[src/rtl/flit_mon_pkg.sv]
package flit_mon_pkg;

    typedef enum logic [1:0] {
        PK_RD_REQ = 2'd0,
        PK_WR_REQ = 2'd1,
        PK_RD_RSP = 2'd2,
        PK_WR_RSP = 2'd3
    } pkt_kind_e;

    typedef enum logic [1:0] {
        DV_IDLE = 2'd0,
        DV_RUN  = 2'd1,
        DV_DONE = 2'd2
    } div_state_e;

    localparam int unsigned RATIO_SHIFT = 10;
    localparam int unsigned RATIO_W     = RATIO_SHIFT + 1;
    localparam int unsigned LEN_W       = 3;

endpackage

[src/rtl/flit_dir_counter.sv]
module flit_dir_counter
    import flit_mon_pkg::*;
#(
    parameter int unsigned CNT_W    = 32,
    parameter pkt_kind_e   PAY_KIND = PK_WR_REQ
) (
    input  logic             clk,
    input  logic             rst_n,
    input  logic             strobe,
    input  logic [1:0]       kind,
    input  logic [LEN_W-1:0] len_m1,
    input  logic             win_end,
    output logic [CNT_W-1:0] live_tot,
    output logic [CNT_W-1:0] live_eff,
    output logic [CNT_W-1:0] snap_tot,
    output logic [CNT_W-1:0] snap_eff
);
    localparam int unsigned INC_W = LEN_W + 1;

    logic             carries;
    logic [INC_W-1:0] pay_flits;
    logic [INC_W-1:0] inc_tot;
    logic [INC_W-1:0] inc_eff;
    logic [CNT_W:0]   sum_tot;
    logic [CNT_W:0]   sum_eff;
    logic [CNT_W-1:0] nxt_tot;
    logic [CNT_W-1:0] nxt_eff;

    always_comb begin
        carries   = strobe && (pkt_kind_e'(kind) == PAY_KIND);
        pay_flits = {1'b0, len_m1} + INC_W'(1);
        inc_tot   = !strobe ? '0 : (carries ? pay_flits + INC_W'(1) : INC_W'(1));
        inc_eff   = carries ? pay_flits : '0;
        sum_tot   = {1'b0, live_tot} + (CNT_W+1)'(inc_tot);
        sum_eff   = {1'b0, live_eff} + (CNT_W+1)'(inc_eff);
        nxt_tot   = sum_tot[CNT_W] ? '1 : sum_tot[CNT_W-1:0];
        nxt_eff   = sum_eff[CNT_W] ? '1 : sum_eff[CNT_W-1:0];
    end

    always_ff @(posedge clk) begin
        if (!rst_n) begin
            live_tot <= '0;
            live_eff <= '0;
            snap_tot <= '0;
            snap_eff <= '0;
        end else if (win_end) begin
            live_tot <= '0;
            live_eff <= '0;
            snap_tot <= nxt_tot;
            snap_eff <= nxt_eff;
        end else begin
            live_tot <= nxt_tot;
            live_eff <= nxt_eff;
        end
    end

endmodule

[src/rtl/flit_ratio_div.sv]
module flit_ratio_div
    import flit_mon_pkg::*;
#(
    parameter int unsigned CNT_W = 32
) (
    input  logic               clk,
    input  logic               rst_n,
    input  logic               start,
    input  logic [CNT_W-1:0]   num,
    input  logic [CNT_W-1:0]   den,
    output logic               done,
    output logic [RATIO_W-1:0] quo
);
    localparam int unsigned DW = CNT_W + RATIO_SHIFT;
    localparam int unsigned SW = $clog2(DW + 1);

    div_state_e       state, state_nxt;
    logic [CNT_W:0]   rem;
    logic [CNT_W:0]   rem_sh;
    logic [CNT_W:0]   rem_nxt;
    logic [DW-1:0]    dvd;
    logic [DW-1:0]    q;
    logic [CNT_W-1:0] den_q;
    logic [SW-1:0]    step;
    logic             qbit;

    always_ff @(posedge clk) begin
        if (!rst_n) state <= DV_IDLE;
        else        state <= state_nxt;
    end

    always_comb begin
        state_nxt = state;
        unique case (state)
            DV_IDLE: if (start) state_nxt = (den == '0) ? DV_DONE : DV_RUN;
            DV_RUN: begin
                if (start)                        state_nxt = (den == '0) ? DV_DONE : DV_RUN;
                else if (step == SW'(DW - 1))     state_nxt = DV_DONE;
            end
            DV_DONE: if (start) state_nxt = (den == '0) ? DV_DONE : DV_RUN;
            default: state_nxt = DV_IDLE;
        endcase
    end

    always_comb begin
        rem_sh  = {rem[CNT_W-1:0], dvd[DW-1]};
        qbit    = rem_sh >= {1'b0, den_q};
        rem_nxt = qbit ? rem_sh - {1'b0, den_q} : rem_sh;
    end

    always_ff @(posedge clk) begin
        if (!rst_n) begin
            rem   <= '0;
            dvd   <= '0;
            q     <= '0;
            den_q <= '0;
            step  <= '0;
        end else if (start) begin
            rem   <= '0;
            dvd   <= {num, {RATIO_SHIFT{1'b0}}};
            q     <= '0;
            den_q <= den;
            step  <= '0;
        end else if (state == DV_RUN) begin
            rem   <= rem_nxt;
            dvd   <= {dvd[DW-2:0], 1'b0};
            q     <= {q[DW-2:0], qbit};
            step  <= step + SW'(1);
        end
    end

    assign done = (state == DV_DONE);
    assign quo  = q[RATIO_W-1:0];

endmodule

[src/rtl/flit_eff_mon.sv]
module flit_eff_mon
    import flit_mon_pkg::*;
#(
    parameter int unsigned CNT_W = 32,
    parameter int unsigned WIN_W = 32
) (
    input  logic               clk,
    input  logic               rst_n,
    input  logic [WIN_W-1:0]   win_cycles,
    input  logic               req_strobe,
    input  logic [1:0]         req_kind,
    input  logic [2:0]         req_len_m1,
    input  logic               rsp_strobe,
    input  logic [1:0]         rsp_kind,
    input  logic [2:0]         rsp_len_m1,
    output logic [CNT_W-1:0]   live_req_total,
    output logic [CNT_W-1:0]   live_req_eff,
    output logic [CNT_W-1:0]   live_rsp_total,
    output logic [CNT_W-1:0]   live_rsp_eff,
    output logic [CNT_W-1:0]   snap_req_total,
    output logic [CNT_W-1:0]   snap_req_eff,
    output logic [CNT_W-1:0]   snap_rsp_total,
    output logic [CNT_W-1:0]   snap_rsp_eff,
    output logic               snap_pulse,
    output logic [10:0]        req_ratio,
    output logic [10:0]        rsp_ratio,
    output logic               ratio_done
);
    localparam int unsigned NDIR = 2;

    logic [WIN_W-1:0] wcnt;
    logic [WIN_W:0]   elapsed;
    logic             win_end;

    logic [NDIR-1:0]                dir_strobe;
    logic [NDIR-1:0][1:0]           dir_kind;
    logic [NDIR-1:0][LEN_W-1:0]     dir_len;
    logic [NDIR-1:0][CNT_W-1:0]     d_live_tot, d_live_eff, d_snap_tot, d_snap_eff;
    logic [NDIR-1:0][RATIO_W-1:0]   d_ratio;
    logic [NDIR-1:0]                d_done;

    // window timer: end when the elapsed count reaches the programmed length
    assign elapsed = {1'b0, wcnt} + (WIN_W+1)'(1);
    assign win_end = elapsed >= {1'b0, win_cycles};

    always_ff @(posedge clk) begin
        if (!rst_n) begin
            wcnt       <= '0;
            snap_pulse <= 1'b0;
        end else begin
            wcnt       <= win_end ? '0 : wcnt + WIN_W'(1);
            snap_pulse <= win_end;
        end
    end

    assign dir_strobe = {rsp_strobe, req_strobe};
    assign dir_kind   = {rsp_kind, req_kind};
    assign dir_len    = {rsp_len_m1, req_len_m1};

    for (genvar d = 0; d < NDIR; d++) begin : g_dir
        localparam pkt_kind_e PK = (d == 0) ? PK_WR_REQ : PK_RD_RSP;

        flit_dir_counter #(.CNT_W(CNT_W), .PAY_KIND(PK)) cnt_i (
            .clk      (clk),
            .rst_n    (rst_n),
            .strobe   (dir_strobe[d]),
            .kind     (dir_kind[d]),
            .len_m1   (dir_len[d]),
            .win_end  (win_end),
            .live_tot (d_live_tot[d]),
            .live_eff (d_live_eff[d]),
            .snap_tot (d_snap_tot[d]),
            .snap_eff (d_snap_eff[d])
        );

        flit_ratio_div #(.CNT_W(CNT_W)) div_i (
            .clk   (clk),
            .rst_n (rst_n),
            .start (snap_pulse),
            .num   (d_snap_eff[d]),
            .den   (d_snap_tot[d]),
            .done  (d_done[d]),
            .quo   (d_ratio[d])
        );
    end

    assign live_req_total = d_live_tot[0];
    assign live_req_eff   = d_live_eff[0];
    assign live_rsp_total = d_live_tot[1];
    assign live_rsp_eff   = d_live_eff[1];
    assign snap_req_total = d_snap_tot[0];
    assign snap_req_eff   = d_snap_eff[0];
    assign snap_rsp_total = d_snap_tot[1];
    assign snap_rsp_eff   = d_snap_eff[1];
    assign req_ratio      = d_ratio[0];
    assign rsp_ratio      = d_ratio[1];
    assign ratio_done     = &d_done;

endmodule

[config.mk]
export PLATFORM = sky130hd
export DESIGN_NAME = flit_eff_mon
export DESIGN_NICKNAME = d
export VERILOG_FILES = /design/src/rtl/flit_mon_pkg.sv /design/src/rtl/flit_dir_counter.sv /design/src/rtl/flit_ratio_div.sv /design/src/rtl/flit_eff_mon.sv
export SDC_FILE = /design/constraint.sdc
export NUM_CORES = 1
export LEC_CHECK = 0
export ABC_CLOCK_PERIOD_IN_PS = 3900
export BUFFER_PORTS_ARGS = -buffer_cell sky130_fd_sc_hd__buf_2
export CAP_MARGIN = 0
export CORE_ASPECT_RATIO = 1.75
export CORE_MARGIN = 2
export CORE_UTILIZATION = 40
export DETAILED_ROUTE_END_ITERATION = 10
export PLACE_DENSITY = 0.58
export REMOVE_ABC_BUFFERS = 1
export SYNTH_ARGS = -nofsm -noshare
export SYNTH_HDL_FRONTEND = slang
export SYNTH_SLANG_ARGS = --single-unit
[constraint.sdc]
create_clock -name clk -period 3.9 [get_ports clk]
set_input_delay 0.195 -clock clk [delete_from_list [all_inputs] [get_ports clk]]
set_output_delay 0.195 -clock clk [all_outputs]
set_load 0.01 [all_outputs]
# ---- Word level (Yosys, flattened, before mapping)
# Index checks and enable logic that the tools add are counted.
dict set report totals {
  regBits 519
  inputBits 46
  output_inout_bits 280
  wordCells 93
}
dict set report classes {
  n_addsub 14
  order_cmp 3
  eq_ne 12
  n_mux 26
  n_bitwise 1
  n_reduce_logical 15
}
# operator count
set op_table {}
lappend op_table {{32-bit two-way mux} 6}
lappend op_table {{42-bit two-way mux} 4}
lappend op_table {{32-bit by 4-bit adder with 33-bit output} 4}
lappend op_table {{33-bit by 32-bit >= comparator with 1-bit output} 3}
lappend op_table {{32-bit zero test} 2}
lappend op_table {{32-bit subtractor} 2}
lappend op_table {{32-bit by 1-bit adder with 33-bit output (second input constant)} 1}
lappend op_table {{32-bit by 1-bit adder with 32-bit output (second input constant)} 1}
lappend op_table {{4-bit two-way mux} 6}
lappend op_table {{2-bit two-way mux} 8}
lappend op_table {{6-bit by 1-bit adder with 6-bit output (second input constant)} 2}
lappend op_table {{6-bit == test (second input constant)} 2}
lappend op_table {{3-bit by 1-bit adder with 4-bit output (second input constant)} 2}
lappend op_table {{4-bit by 1-bit adder with 4-bit output (second input constant)} 2}
lappend op_table {{2-bit case mux with 2 select lines} 2}
lappend op_table {{2-bit OR reduction} 4}
lappend op_table {{2-bit by 1-bit == test with 1-bit output (second input constant)} 3}
lappend op_table {{2-bit == test (second input constant)} 3}
lappend op_table {{3-bit by 2-bit != test with 1-bit output (second input constant)} 2}
lappend op_table {{2-bit AND reduction} 3}
lappend op_table {{2-bit zero test} 2}
lappend op_table {{2-bit by 1-bit != test with 1-bit output (second input constant)} 2}
lappend op_table {{2-bit nonzero test} 2}
lappend op_table {{1-bit logical AND} 2}
lappend op_table {{1-bit inverter} 1}

# ---- Longest topological paths before layout
# Gate-level depths: netlist (run 1).
dict set report logic_depth {
  ltp_word 6
  mapped_depth 20
  depth_no_buf 17
}

# ---- Hierarchy
# From an unflattened synthesis (run 1), not the netlist that was laid out.
dict set report hier_totals {
  cells_unflattened 3258
  hier_area_um2 27102.2
}
# mod instances cells_per_inst area_per_inst_um2 seq_area_each_um2
set modules_own_cells {}
lappend modules_own_cells {flit_ratio_div 2 866 6751.5 2302.2}
lappend modules_own_cells {flit_dir_counter 2 629 5622.9 2562.5}
lappend modules_own_cells {flit_eff_mon 1 268 2353.5 660.6}

# ---- Worst setup path after synthesis (run 1)
# Ideal clock, no wire load.
dict set report synth_timing {
  kind {flip-flop to flip-flop}
  start {register wcnt[0]}
  end {register g_dir[1].cnt_i.snap_eff[16]}
  setup_ns 0.139
  arrival_ns 3.879
  required_ns 3.761
  setup_slack_ns -0.117
  stages_incl_launch_ff 20
  path_buffers 4
  synth_period_minus_slack_ns 4.017
  cell_sequence {dfxtp_1 -> ha_1 -> nand3_1 -> or4_1 -> buf_2 -> or3_4 -> nor2_2 -> nand4_1 -> xnor2_1 -> ha_1 -> nand3_1 -> or2_2 -> nor3_1 -> nand3_1 -> o211ai_1 -> a2111o_2 -> buf_6 -> buf_6 -> buf_4 -> a211oi_1}
}
dict set report synth_via {
  elab_chain_cells 2
}
# element line
set synth_lines {}
lappend synth_lines {{from (decl)} flit_eff_mon.sv:31} ;# logic [WIN_W-1:0] wcnt;
lappend synth_lines {{from (signal assigned)} flit_eff_mon.sv:51} ;# wcnt <= win_end ? '0 : wcnt + WIN_W'(1);
lappend synth_lines {{32-bit by 1-bit adder with 33-bit output} flit_eff_mon.sv:43} ;# assign elapsed = {1'b0, wcnt} + (WIN_W+1)'(1);
lappend synth_lines {{via elapsed[30]} flit_eff_mon.sv:32} ;# logic [WIN_W:0] elapsed;
lappend synth_lines {{33-bit by 32-bit >= comparator with 1-bit output} flit_eff_mon.sv:44} ;# assign win_end = elapsed >= {1'b0, win_cycles};
lappend synth_lines {{to (signal assigned)} flit_dir_counter.sv:50} ;# snap_eff <= nxt_eff;
lappend synth_lines {{to (decl)} flit_dir_counter.sv:16} ;# output logic [CNT_W-1:0] snap_eff
# The timed path passes the listed nets, and every way through them passes these cells.
# A chain may end at the register's enable or synchronous reset.

# ---- Worst setup path after layout (run 1)
dict set report layout_timing {
  start {register wcnt[0]}
  end {register g_dir[1].cnt_i.live_tot[8]}
}
dict set report layout_via {
  elab_chain_cells 3
}
# element line
set layout_lines {}
lappend layout_lines {{32-bit by 1-bit adder with 33-bit output} flit_eff_mon.sv:43}
lappend layout_lines {{via elapsed[16]} flit_eff_mon.sv:32}
lappend layout_lines {{33-bit by 32-bit >= comparator with 1-bit output} flit_eff_mon.sv:44}
lappend layout_lines {{2-bit OR reduction (no line)} -}
lappend layout_lines {{to (signal assigned)} flit_dir_counter.sv:52} ;# live_tot <= nxt_tot;
lappend layout_lines {{to (decl)} flit_dir_counter.sv:13} ;# output logic [CNT_W-1:0] live_tot,
# The timed path passes the listed nets, and every way through them passes these cells.

==> results of run 1 <==
## cell usage after synthesis, types with 7 or more instances
cell / number
or3_1: 10
a21o_1: 45
nand4_1: 42
a211oi_1: 22
a32oi_1: 10
buf_6: 15
and3_1: 76
a311oi_1: 15
o21bai_1: 7
buf_1: 11
o211ai_1: 10
and2_1: 22
a211oi_2: 80
nor4_1: 20
nand2_1: 386
nand2b_1: 30
o21a_1: 22
a31oi_1: 35
nor2b_1: 22
mux2i_1: 85
buf_4: 19
nor2_1: 585
ha_1: 121
o21ai_0: 111
and4_1: 11
buf_2: 15
inv_1: 145
dfxtp_1: 519
xnor2_1: 103
a21oi_1: 269
clkbuf_1: 121
nor3_1: 23
xor2_1: 74
nand3_1: 100
## worst paths after layout
check	startpoint	endpoint	slack (ps)
worst min register to register	g_dir[1].div_i.q[10]	g_dir[1].div_i.q[10]	460
worst max-delay path	wcnt[0]	g_dir[1].cnt_i.live_tot[8]	-250
worst min-delay path	rst_n	g_dir[0].div_i.state[0]	100
worst max register to register	wcnt[0]	g_dir[1].cnt_i.live_tot[8]	-250
## timing repair
action	in CTS	in global routing
hold buffers	0	0
endpoints found under the setup margin	279	284
resized for setup	163	232
endpoints found under the hold margin	0	0
buffers inserted	20	7
pin swaps	38	89
gates cloned	17	10
## power by group
part | internal [mW] | switching, mW
combinational | 0.133 | 0.238
clock | 3.21 | 2.26
sequential | 5.31 | 0.0130
total | 8.66 | 2.51
## cell usage in the layout (no fill, tap or decap), types with 67 or more instances in the layout
master    instances
buf_2           325
xor2_1           71
nor2_1          449
buf_4            93
mux2i_1          85
nand2_1         369
a211oi_2         86
ha_1            120
o21ai_0         105
inv_1           144
nor2_4           83
xnor2_1          98
dfxtp_1         516
and3_1           67
a21oi_1         263
nand3_1          96
## metal layers
layer | global-route usage | vias up | share of wire
met5 | 0 | - | 0
met4 | 0.1135 | 0 | 0.048
met3 | 0.04733 | 165 | 0.049
met2 | 0.4664 | 546 | 0.52
met1 | 0.2581 | 11540 | 0.38
li1 | - | 11970 | -
## worst reg2reg max path: stages, from the launching register on
cell,delay (ps)
dfxtp_4,380
ha_4,140
nand3_2,80
or4_4,470
buf_6,160
or3_4,340
xnor2_2,150
ha_1,300
and4_1,220
buf_4,130
a221o_1,330
buf_4,150
a2111oi_4,380
buf_6,210
nand2_8,150
buf_12,240
clkbuf_16,200
nor2_2,90
## registers in the layout, summed over array words and instances (netlist names), 12 cells and up
register	cells
g_dir.div_i.step	12
wcnt	32
g_dir.div_i.den_q	64
g_dir.cnt_i.snap_tot	64
g_dir.div_i.dvd	64
g_dir.cnt_i.live_tot	64
g_dir.cnt_i.snap_eff	64
g_dir.div_i.q	22
g_dir.cnt_i.live_eff	64
g_dir.div_i.rem	64
## cell type report
type | instances | share of cell area
flip-flops and latches | 519 | 0.3089
clock inverters | 22 | 0.009888
multi-input cells | 2427 | 0.4709
well taps | 882 | 0.03279
inverters | 146 | 0.01650
clock buffers | 72 | 0.04449
repair buffers | 495 | 0.1165
## cells by family (layout without fill, tap and decap cells)
group	Yosys count	count (layout)	share of synthesized area
compound gates	682	682	0.1754
fa+ha+maj	127	127	0.06170
xor+xnor	177	177	0.05854
simple gates	1354	1354	0.2251
buf+inv	327	735	0.05400
flops	519	519	0.3923
mux	87	87	0.03298
## stage by stage
stage | cells | worst slack, ps
after CTS | 4549 | -217.0
after floorplan | 3092 | -5493
after detailed placement | 4418 | -391.9
final | 4563 | -252.3
after global placement | 4418 | -289.5
after global routing | 4563 | -392.0
==> metrics.yaml, run 1 <==
cp.required_ps: 4470
die_area_sq_um: 68360
coreArea_sq_um: 65470
finalClockSkew_ps: 30.58
antenna_found_initial: 0
power_mw: 11.17
max_slew_margin: 0.3198
cts_made_buffers: 51
syn_area_per_cell_sq_um: 8.091
clockRootBuffer: "clkbuf_16"
vdd_drop_max_v: 0.0003679
cts_max_path_buffers: 3
cp_num_buf_inv: 6
grt_pass1_vias: 24040
drtAntennaViolNets: 0
gp_congestion: 0.9541
cp_num_cells: 17
register_area_sq_um: 10400
worstMarginPinSlew_ps: 1020
min_path_cells: 3
layout_setup_ws_ps: -252.3
synth_top_cell_area_share: 0.3923
tns_ps: -42620
end_kind: "register"
hold_ws_ps: 96.22
finalSetupViolCount: 275
rows: 124
hold_path.class: "primary input to register"
vias: 24210
crit_path_cell_trace: "ha_4 -> nand3_2 -> or4_4 -> buf_6 -> or3_4 -> xnor2_2 -> ha_1 -> and4_1 -> buf_4 -> a221o_1 -> buf_4 -> a2111oi_4 -> buf_6 -> nand2_8 -> buf_12 -> clkbuf_16 -> nor2_2"
ff2ff_path_depth: 17
top_level_ports: 326
synth_edf_count: 0
crit_arrival_ps: 4720
synth_area_leaders: "dfxtp_1 (39%), nor2_1 (8.3%), ha_1 (5.7%)"
final_area_sq_um: 33660
grt_usage: 0.2457
grt_start_max_net_pins: 160
status: "complete, but fails checks"
grt_pass1_wl_microns: 131400
max_freq_mhz: 240.8
first_pass_iters: 5
n_fill_cell: 6415
htreeDepth: 2
ys_ff_latch: 519
violations: "setup timing"
initial_core_util: 0.4045
drtIter0Drc: 1158
ys.flop_type: "dfxtp_1"
die_h_microns: 344.4
period_share: 1.065
p_per_area_nw_per_um2: 331.7
die_w_microns: 198.5
n_antenna_cell: 0
ys_warn_count: 0
critPathMaxStageDelay_ps: 470
wl_microns: 86570
critPathTopFamily: "simple AND/OR/NAND/NOR gates"
syn_inst: 3273
cpMaxStageDelayCell: "or4_4"
final_util: 0.5141
seq_area_frac_synth: 0.3923
final_layout_size_suffix_gt1_frac: 0.2448
yosys.area.top_type: "dfxtp_1"
drc: 0
multi_input_area_sq_um: 15850
synth_cell_types: 75
synthToLayoutAreaGrowth_pct: 27.10
rsz0062_at_grt: "yes"
min_period_ps: 4152
nets: 3813
finalMaxSlewViolations: 0
cts_tree: "yes"
maxCapViolCount: 0
hold_viol: 0
async_flop_share: 0
cts.clk_slew.worst_paths_ps: 70
leakage_nw: 14.30
clkLatencyLatePin_ps: 630
cp_max_fo: 8
wl_per_cell_microns: 18.97
start_kind: "register"
dp_hpwl_microns: 60790
synthesis.area_sq_um: 26480
viasPerCell: 5.306
post_dp_cell_area_sq_um: 29450
portBuffers: 325
clkSinkCount: 519
setup.worst_path.class: "register to register"
overflow: 0
No activity file was read; power rests on OpenSTA's default activity.
==> inputs of run 2 (changes only) <==
--- a/config.mk
+++ b/config.mk
@@ -5,14 +5,14 @@
 export SDC_FILE = /design/constraint.sdc
 export NUM_CORES = 1
 export LEC_CHECK = 0
-export ABC_CLOCK_PERIOD_IN_PS = 3900
+export ABC_CLOCK_PERIOD_IN_PS = 4130
 export BUFFER_PORTS_ARGS = -buffer_cell sky130_fd_sc_hd__buf_2
 export CAP_MARGIN = 0
 export CORE_ASPECT_RATIO = 1.75
 export CORE_MARGIN = 2
 export CORE_UTILIZATION = 40
 export DETAILED_ROUTE_END_ITERATION = 10
-export PLACE_DENSITY = 0.58
+export PLACE_DENSITY = 0.56
 export REMOVE_ABC_BUFFERS = 1
 export SYNTH_ARGS = -nofsm -noshare
 export SYNTH_HDL_FRONTEND = slang
==> constraint.sdc (replaced) <==
create_clock -name clk -period 4.13 [get_ports clk]
set_input_delay 0.2065 -clock clk [delete_from_list [all_inputs] [get_ports clk]]
set_output_delay 0.2065 -clock clk [all_outputs]
set_load 0.01 [all_outputs]
==> metrics.yaml, run 2 (synthesis gave the netlist of run 1 again) <==
min_from: "rsp_strobe"
grt_usage: 0.2277
portBuffers: 325
dp_hpwl_microns: 57940
cp.required_ps: 4580
cts_made_buffers: 51
hold_path.class: "primary input to register"
nets: 3752
switchingPower_mw: 2.359
die_w_microns: 198.5
overflow: 0
cts_tree: "yes"
start_kind: "register"
hold_viol: 0
ff2ff_path_depth: 17
worst_hold_path.endpoint: "g_dir[1].cnt_i.live_tot[0]"
status: "finished clean"
pwr-share-comb: 0.030
multi_input_area_sq_um: 15110
drtIter0Drc: 986
holdBufCountCts: 0
gp_congestion: 0.8877
top_layer_used: "met4"
min_path_cells: 5
final_cell_mix: "dfxtp_1 (513), nor2_1 (493), nand2_1 (381)"
post_dp_cell_area_sq_um: 29120
clockRootBuffer: "clkbuf_16"
layout_commonest_cell: "dfxtp_1"
maxCapViolCount: 0
die_area_sq_um: 68360
cts.clk_slew.worst_paths_ps: 70
drtAntennaViolNets: 0
p_per_area_nw_per_um2: 325.8
final_layout_size_suffix_gt1_frac: 0.2083
drc: 0
vias: 23830
r2r_slack_ps: 30
crit_path_cell_trace: "ha_4 -> nand3_2 -> or4_4 -> or3_4 -> buf_6 -> nor2_4 -> xor2_2 -> ha_1 -> a21o_1 -> a21o_1 -> a21oi_2 -> o211ai_1 -> a2111o_2 -> buf_12 -> clkbuf_16 -> nor2_2 -> a211oi_2"
top_level_ports: 326
clkLatencyLatePin_ps: 620
vdd_drop_max_v: 0.0002687
final_area_sq_um: 32030
setup.worst_path.class: "register to register"
wl_met3_microns: 4317
r2r_end: "g_dir[1].cnt_i.snap_tot[27]"
cpMaxStageDelayCell: "a2111o_2"
worstMarginPinSlew_ps: 901.8
register_area_sq_um: 10400
met1_length_microns: 32050
htreeDepth: 2
crit_arrival_ps: 4540
die_h_microns: 344.4
period_share: 0.9917
grt_start_max_net_pins: 162
critPathTopFamily: "compound AO/OA/AOI/OAI gates"
cp_num_buf_inv: 3
rows: 124
finalMaxSlewViolations: 0
place_ws_ps: -203.7
max_freq_mhz: 244.2
antenna_found_initial: 0
p_sw_frac: 0.2261
viasPerCell: 5.293
initial_core_util: 0.4045
grt_pass1_vias: 22810
hold_ws_ps: 112.3
end_kind: "register"
cp_num_cells: 17
layout_setup_ws_ps: 34.47
wl_per_cell_microns: 18.89
critPathMaxStageDelay_ps: 590
rsz0062_at_grt: "yes"
max_slew_margin: 0.3965
tns_ps: 0
finalSetupViolCount: 0
clkSinkCount: 519
min_period_ps: 4096
pwr-share-clk: 0.489
reg2reg_from: "wcnt[0]"
p_int_mw: 8.076
first_pass_iters: 5
synthToLayoutAreaGrowth_pct: 20.94
leakage_nw: 13.66
power_frac_seq: 0.482
finalClockSkew_ps: 29.12
cp_max_fo: 14
coreArea_sq_um: 65470
cpMostUsedCell: "a21o_1"
wl_microns: 85040
cts_max_path_buffers: 3
n_fill_cell: 6637
grt_pass1_wl_microns: 123300
met2_wirelength_microns: 45740
==> run 2: cell count changes in the layout (fill, tap and decap cells not counted), sizes merged <==
cell	before	now
buf	483	418
bufbuf	3	0
clkbuf	81	80
clkinv	8	13
clkinvlp	3	6
diode	0	1
inv	149	148
==> run 2: power groups by stage <==
stage          registers [mW]  logic, mW  clock network, mW
6_report                 5.03      0.310               5.10
3_3_place_gp             5.14      0.287                  0
2_1_floorplan            5.14      0.145                  0
4_1_cts                  5.03      0.288               5.24
3_5_place_dp             5.14      0.286                  0
5_1_grt                  5.03      0.341               5.41
==> run 2: stage by stage <==
step             util  instances  total power [mW]
6_report       0.4892       4502             10.44
5_1_grt        0.4891       4501             10.77
4_1_cts        0.4741       4474             10.56
3_5_place_dp   0.4447       4377             5.427
3_3_place_gp   0.4447       4377             5.427
2_1_floorplan       -       3092             5.289
==> run 2: final cells by class <==
type,instances,share of cell area
Multi-Input combinational cell,2427,0.4719
Sequential cell,519,0.3247
Timing Repair Buffer,434,0.09497
Clock buffer,64,0.04450
Tap cell,882,0.03446
Inverter,146,0.01735
Clock inverter,29,0.01207
Antenna cell,1,0.00007813
==> run 2: how the worst max path moves through the flow <==
stage,startpoint,endpoint,slack [ps]
after global placement,wcnt[0],g_dir[1].cnt_i.snap_eff[1],-140
after global routing,wcnt[0],g_dir[1].cnt_i.snap_tot[1],-120
after CTS,wcnt[0],g_dir[0].cnt_i.snap_eff[5],5
after floorplan,wcnt[0],g_dir[1].cnt_i.snap_tot[31],-5260
after detailed placement,wcnt[0],g_dir[1].cnt_i.snap_eff[1],-200
final,wcnt[0],g_dir[1].cnt_i.snap_tot[27],30
==> run 2: worst register-to-register path, stage by stage (launching register included) <==
cell and delay [ps]:
dfxtp_2 350, ha_4 140, nand3_2 80, or4_4 460, or3_4 370, buf_6 150
nor2_4 100, xor2_2 190, ha_1 280, a21o_1 170, a21o_1 180, a21oi_2 140
o211ai_1 130, a2111o_2 590, buf_12 220, clkbuf_16 250, nor2_2 110, a211oi_2 50
==> run 2: per-layer routing <==
metal | GRT usage | vias up
met5 | 0 | -
li1 | - | 11840
met2 | 0.4361 | 519
met4 | 0.07991 | 0
met3 | 0.04664 | 149
met1 | 0.2443 | 11320
==> run 2: what timing repair did <==
| item | CTS | global route |
|---|---|---|
| cloned | 2 | 22 |
| resized for setup | 7 | 141 |
| setup buffers | 2 | 5 |
| pin swaps | 3 | 24 |
| setup endpoints to repair | 107 | 286 |
==> inputs of run 3 (changes only) <==
--- a/config.mk
+++ b/config.mk
@@ -8,7 +8,7 @@
 export ABC_CLOCK_PERIOD_IN_PS = 4130
 export BUFFER_PORTS_ARGS = -buffer_cell sky130_fd_sc_hd__buf_2
 export CAP_MARGIN = 0
-export CORE_ASPECT_RATIO = 1.75
+export CORE_ASPECT_RATIO = 0.6
 export CORE_MARGIN = 2
 export CORE_UTILIZATION = 40
 export DETAILED_ROUTE_END_ITERATION = 10
==> metrics.yaml, run 3 (synthesis gave the netlist of run 1 again) <==
finalSetupViolCount: 0
setup.worst_path.class: "register to register"
hold_viol: 0
cts_tree: "yes"
overflow: 0
final_cell_mix: "nor2_1 (557), dfxtp_1 (512), nand2_1 (385)"
leakage_nw: 13.59
drc: 0
clockRootBuffer: "clkbuf_16"
htreeDepth: 2
clkLatencyLatePin_ps: 600
placed_cells_incl_taps: 4392
vdd_drop_max_v: 0.0002698
hold_path.class: "primary input to register"
n_antenna_cell: 0
wl_per_cell_microns: 17.97
dp_hpwl_microns: 57820
rows: 73
use_met3: 0.04317
vias: 23570
gp_congestion: 0.8891
maxCapViolCount: 0
cp.required_ps: 4580
drtAntennaViolNets: 0
cts.clk_slew.worst_paths_ps: 70
grt_util_met1: 0.3551
finalMaxSlewViolations: 0
worstMarginPinSlew_ps: 973.6
nets: 3750
grt_start_max_net_pins: 154
cts_max_path_buffers: 3
place_ws_ps: -127.3
rsz0062_at_grt: "yes"
wl_microns: 81150
antenna_found_initial: 0
power_mw: 10.30
grt_usage: 0.2288
finalClockSkew_ps: 18.57
max_freq_mhz: 248.8
final_cells: 4517
coreArea_sq_um: 65850
crit_arrival_ps: 4470
portBuffers: 325
die_w_microns: 336.2
layout_setup_ws_ps: 110.2
drtIter0Drc: 1619
grt_pass1_wl_microns: 125100
grtUsageMet2: 0.3229
synthToLayoutAreaGrowth_pct: 19.98
hold_ws_ps: 166.0
max_slew_margin: 0.3441
first_pass_iters: 5
min_period_ps: 4020
grt_pass1_vias: 21450
viasPerCell: 5.218
final_layout_size_suffix_gt1_frac: 0.1908
cts_made_buffers: 52
initial_core_util: 0.4021
top_level_ports: 326
die_area_sq_um: 68350
status: "finished clean"
end_kind: "register"
period_share: 0.9733
grt_most_used_layer: "met1"
die_h_microns: 203.3
start_kind: "register"
layout_commonest_cell: "nor2_1"
r2r_slack_ps: 110
cp_max_fo: 6
p_per_area_nw_per_um2: 324.3
clkSinkCount: 519
run 3: final timing paths:
| kind | start | to | cells after the start |
|---|---|---|---|
| hold reg to reg | g_dir[1].div_i.q[10] | g_dir[1].div_i.q[10] | 2 |
| setup reg to reg | wcnt[0] | g_dir[0].cnt_i.snap_eff[9] | 17 |
| setup / recovery | wcnt[0] | g_dir[0].cnt_i.snap_eff[9] | 17 |
| hold / removal | req_strobe | g_dir[0].cnt_i.live_tot[0] | 5 |
run 3: stage by stage:
step                utilization   TNS, ps  area, sq um
CTS                      0.4741         0        31220
global placement         0.4431         0        29180
global route             0.4825     -1107        31780
floorplan                     -  -1367460        25600
finish                   0.4825         0        31780
detailed placement       0.4431     -6890        29180
run 3: routing by layer:
layer,up-vias,share of wire,routed length [microns]
met1,10980,0.51,41550
met3,87,0.068,5558
met2,669,0.40,32670
li1,11830,-,-
met4,0,0.017,1381
met5,-,0,0
run 3: worst max-delay path: stages, from the launching register on:
cell and delay [ps]:
dfxtp_4 360, ha_4 140, nand3_2 80, or4_4 430, buf_6 150, or3_4 330
xnor2_2 140, ha_1 300, and4_1 170, and2_4 150, a221o_1 360, a2111o_2 550
buf_8 170, buf_12 130, buf_16 130, buf_8 130, nor2_2 90, a211oi_2 50
run 3: repair_timing:
action | 4_1_cts | 5_1_grt
endpoints found under the setup margin | 153 | 237
resized for setup | 32 | 65
hold buffers | 0 | 0
setup buffers | 11 | 10
gates cloned | 2 | 10
pin swaps | 14 | 43
run 3: layout make-up:
class	count	area, sq um
flip-flops and latches	519	10400
fillers	6516	34080
multi-input cells	2427	14980
inverters	146	555.5
clock inverters	22	251.5
clock buffers	72	1508
well taps	900	1126
repair buffers	431	2954
run 3: power breakdown:
group | leakage (nW) | total, mW | switching (mW) | internal (mW)
sequential | 4.18 | 5.03 | 0.0129 | 5.02
clock | 0.872 | 4.95 | 2.09 | 2.86
combinational | 8.54 | 0.323 | 0.209 | 0.114
total | 13.6 | 10.3 | 2.31 | 7.99
